$ cat config.mk
export PLATFORM = sky130hd
export DESIGN_NAME = tck_gen
export DESIGN_NICKNAME = d
export VERILOG_FILES = /design/src/rtl/tck_gen.sv
export SDC_FILE = /design/constraint.sdc
export NUM_CORES = 1
export LEC_CHECK = 0
export BUFFER_PORTS_ARGS = -buffer_cell sky130_fd_sc_hd__buf_4
export CAP_MARGIN = 20
export CORE_AREA = 2 2 45 47
export CTS_BUF_LIST = sky130_fd_sc_hd__clkbuf_2 sky130_fd_sc_hd__clkbuf_4 sky130_fd_sc_hd__clkbuf_8
export CTS_CLUSTER_SIZE = 12
export DETAILED_ROUTE_END_ITERATION = 6
export DIE_AREA = 0 0 47 49
export PLACE_DENSITY = 0.85
export SLEW_MARGIN = 15
export SYNTH_ARGS = -nofsm -noshare
export SYNTH_HDL_FRONTEND = slang
export SYNTH_SLANG_ARGS = --single-unit
$ cat constraint.sdc
create_clock -name clk -period 1.75 [get_ports clk]
set_input_delay 0.4375 -clock clk [delete_from_list [all_inputs] [get_ports clk]]
set_output_delay 0.4375 -clock clk [all_outputs]
set_load 0.02 [all_outputs]
$ cat src/rtl/tck_gen.sv
module tck_gen #(
  parameter int DIV_W = 8
) (
  input  logic             clk,
  input  logic             rst_n,
  input  logic [1:0]       mode,
  input  logic [DIV_W-1:0] div,
  input  logic             busy,
  input  logic             host_wr,
  input  logic             host_lvl,
  input  logic             out_en,
  output logic             tck,
  output logic             rise_stb,
  output logic             fall_stb,
  output logic             bus_oe
);
  localparam logic [1:0] M_FREE = 2'b00;
  localparam logic [1:0] M_GATE = 2'b01;
  localparam logic [1:0] M_DISC = 2'b10;
  localparam logic [1:0] M_PARK = 2'b11;

  logic [DIV_W-1:0] cnt;
  logic [DIV_W-1:0] half;
  logic             run;
  logic             last;
  logic             nxt;

  assign half   = (div == '0) ? DIV_W'(1) : div;
  assign last   = cnt >= (half - DIV_W'(1));
  assign run    = (mode == M_FREE) || ((mode == M_GATE) && (busy || tck));
  assign bus_oe = out_en;

  always_comb begin
    nxt = tck;
    case (mode)
      M_FREE, M_GATE: if (run && last) nxt = ~tck;
      M_DISC:         if (host_wr) nxt = host_lvl;
      default:        nxt = 1'b0;
    endcase
  end

  always_ff @(posedge clk or negedge rst_n) begin
    if (!rst_n) begin
      cnt      <= '0;
      tck      <= 1'b0;
      rise_stb <= 1'b0;
      fall_stb <= 1'b0;
    end else begin
      cnt      <= (run && !last) ? cnt + 1'b1 : '0;
      tck      <= nxt;
      rise_stb <= nxt & ~tck;
      fall_stb <= ~nxt & tck;
    end
  end


  strobe_excl_chk: assert property (@(posedge clk) disable iff (!rst_n)
    !(rise_stb && fall_stb));


  rise_edge_chk: assert property (@(posedge clk) disable iff (!rst_n)
    rise_stb |-> (tck && !$past(tck)));


  fall_edge_chk: assert property (@(posedge clk) disable iff (!rst_n)
    fall_stb |-> (!tck && $past(tck)));


  gate_idle_chk: assert property (@(posedge clk) disable iff (!rst_n)
    (mode == M_GATE && !busy && !tck) |=> (!tck && !rise_stb));


  disc_hold_chk: assert property (@(posedge clk) disable iff (!rst_n)
    (mode == M_DISC && !host_wr) |=> $stable(tck));


  park_low_chk: assert property (@(posedge clk) disable iff (!rst_n)
    (mode == M_PARK) |=> (!tck && !rise_stb));
endmodule

==> reports/results.txt <==
outcome: finished with violations
failing checks: setup timing
Rows: 16
met1 wire length: 895 um
number of synthesized register bits: 11
drt total wl: 2300 um
Synth Instances: 90
Crit Path Class: in2reg
logic gate share of total power: 32.0%
Num CTS Buffers: 3
most frequent cell after synthesis: dfrtp_1
drt drc: 0
WL met3: 101 um
Worst slew margin: 79.7%
max_cap viols: 0
post-route ant nets: 0
First-pass DRT Iterations: 4
Cell Int Power: 0.484 mW
Detail Placement HPWL: 1670 um
synthesized cell area: 857 um^2
Die H: 49 um
Fill cells: 141
routed len/inst: 14.6 um
share of cells above drive strength 1: 45.4%
Slew Viols, Final: 0
CTS tree: built
synth warn: 0
Worst Setup End Kind: register
DIE AREA: 0.00230 mm^2
switch share: 29.8%
die span in x: 47 um
EDFF count, synth: 0
setup ws final: -1.18 ns
highest metal used: met4
Sw Pwr: 0.206 mW
register area share after synthesis: 32.1%
DRT iter0 DRCs: 16
Startpoint Class: primary input
Sequential Power Share: 39.5%
post-synth cell types: 31
Port Buffer Count: 17
pin count of the biggest net entering global routing: 12
CP max stage cell: or4_4
hold crit path type: in2async
Max VDD drop: 0.631 mV
DR vias/cell: 5.37
Ports: 20
power share of the clock group: 28.5%
Final Cycle Share: 167%
Final Critical Period: 2.93 ns
clock latency on the worst-skew pair: 0.28 ns
placed insts: 149
power per cell area: 521 mW/mm^2
Max Root-Sink Buffers: 2
Synth area leaders: dfrtp_1, ha_1, xor2_1
Clock Root Buffer: clkbuf_4
CP Data Arrival Time: 3.14 ns
RSZ-0062 raised after global routing: yes
skew final: 0.00684 ns
CTS H-Tree Depth: 1
Clock transition at path regs: 0.07 ns
area of the multi-input gates: 654 um^2
leading area contributor after synthesis: dfrtp_1
GRT Overall Usage: 22.4%
DP Area: 0.00114 mm^2
CTS Sinks: 11
Storage cell area: 275 um^2
non-filler instance count after layout: 157
Initial Util: 46.5%
final hold vios: 0
vias in the first global route: 893
total core area: 0.00184 mm^2
critical path buffer and inverter count: 1
final net count: 157
slowest stage delay, CP: 0.48 ns
CP Max Fanout: 4
ys flop type: dfrtp_1
Area Overhead vs Synth: 54.5%
Worst Max-Slew Pin Slew: 0.304 ns
Inserted Diodes: 0
post-synthesis average cell area: 9.52 um^2
pre-CTS setup slack: -1.63 ns
met2 WL: 1230 um
crit path cell chain: buf_6 > or3_4 > or4_4 > nor2_4 > nor2_4 > ha_4 > nand2_2 > nor3_2 > xnor2_1 > ha_1 > and4_4 > o21ai_4 > or4_4 > a41oi_2
RePlAce Congestion: 0.748
most common library cells after synthesis: dfrtp_1, ha_1, nor3_1
via count: 843
Lkg Pwr: 0.630 nW
delay-heaviest family, CP: simple AND/OR/NAND/NOR gates
syn nets: 116
Worst Hold Slack: 0.516 ns
f_max: 341 MHz
Synth top area share: 32.1%
GR Overflow Total: 0
initial antenna violation count: 0
setup_tns: -12.46 ns
Synth async-reset ratio: 100%
post-route cell area: 0.00132 mm^2
# setup viols final: 11
first-pass GRT wire length: 3630 um
Worst Path Required: 1.96 ns
per-stage QoR:
stage	util [%]	total power, mW
floorplan	-	0.361
global placement	62.1	0.443
detailed placement	62.1	0.450
CTS	67.3	0.671
global route	71.9	0.727
finish	71.9	0.690
placed cells by master, fill, tap and decap left out, drive strengths merged, types with 2 or more instances in the layout:
cell type and n:
xnor2 5, buf 37, ha 10, clkbuf 4, o21ai 4, and3 3
xor2 6, o21a 2, inv 5, or4 3, dfrtp 11, nor3 8
a211o 2, nand3 6, nand2 2, or3 2, nor2 7
path summary, 6_finish.rpt:
kind | slack (ns) | from | cells past startpoint | endpoint
min in group clk | 0.52 | mode[1] | 3 | rise_stb
max | -1.18 | div[2] | 14 | rise_stb
min | 0.52 | rst_n | 2 | fall_stb
max in group asynchronous | 1.08 | rst_n | 2 | cnt[2]
max reg2reg | -0.04 | cnt[0] | 7 | rise_stb
min reg2reg | 0.57 | cnt[0] | 2 | cnt[0]
state kept, by name, summed over array words and instances (netlist names):
name      cells
tck           1
rise_stb      1
fall_stb      1
cnt           8
timing repair:
item | CTS | global route
endpoints found under the setup margin | 11 | 11
hold endpoints to repair | 11 | 0
pin swaps | 4 | 1
buffers inserted | 2 | 1
gates resized for setup | 11 | 11
hold buffers | 1 | 0
power by group through the flow:
stage | clock (mW) | combinational (mW) | sequential (mW)
final | 0.196 | 0.221 | 0.272
after global routing | 0.214 | 0.239 | 0.274
after CTS | 0.198 | 0.201 | 0.272
after detailed placement | 0 | 0.173 | 0.276
after global placement | 0 | 0.166 | 0.276
after floorplan | 0 | 0.0773 | 0.284
cell families (layout without fill, tap and decap cells):
group,Yosys count,after routing,share of synthesized area (%)
and+or+nand+nor,36,36,22.9
AOI/OAI and AO/OA,14,14,14.5
xor gates and xnor gates,11,11,11.2
DFF,11,11,32.1
adders and majority gates,10,10,14.6
buffers and inverters,7,47,3.50
muxes,1,1,1.17
final cells by class:
type                    count  area share, %
flip-flops and latches     11           20.8
multi-input cells          72           49.4
clock buffers               4           2.27
repair buffers             38           23.5
well taps                  27           2.55
inverters                   5           1.42
layer usage:
metal	global-route usage, %	up-vias
li1	-	408
met1	24.9	404
met2	38.4	25
met3	3.70	6
met4	12.5	0
met5	0	-
worst register-to-register path, stage by stage (launching register included):
cell	delay (ns)
dfrtp_1	0.34
inv_1	0.05
ha_1	0.26
nand2b_1	0.15
a31oi_4	0.13
buf_6	0.14
or4_4	0.52
a41oi_2	0.14
(Power assumes the default switching activity.)
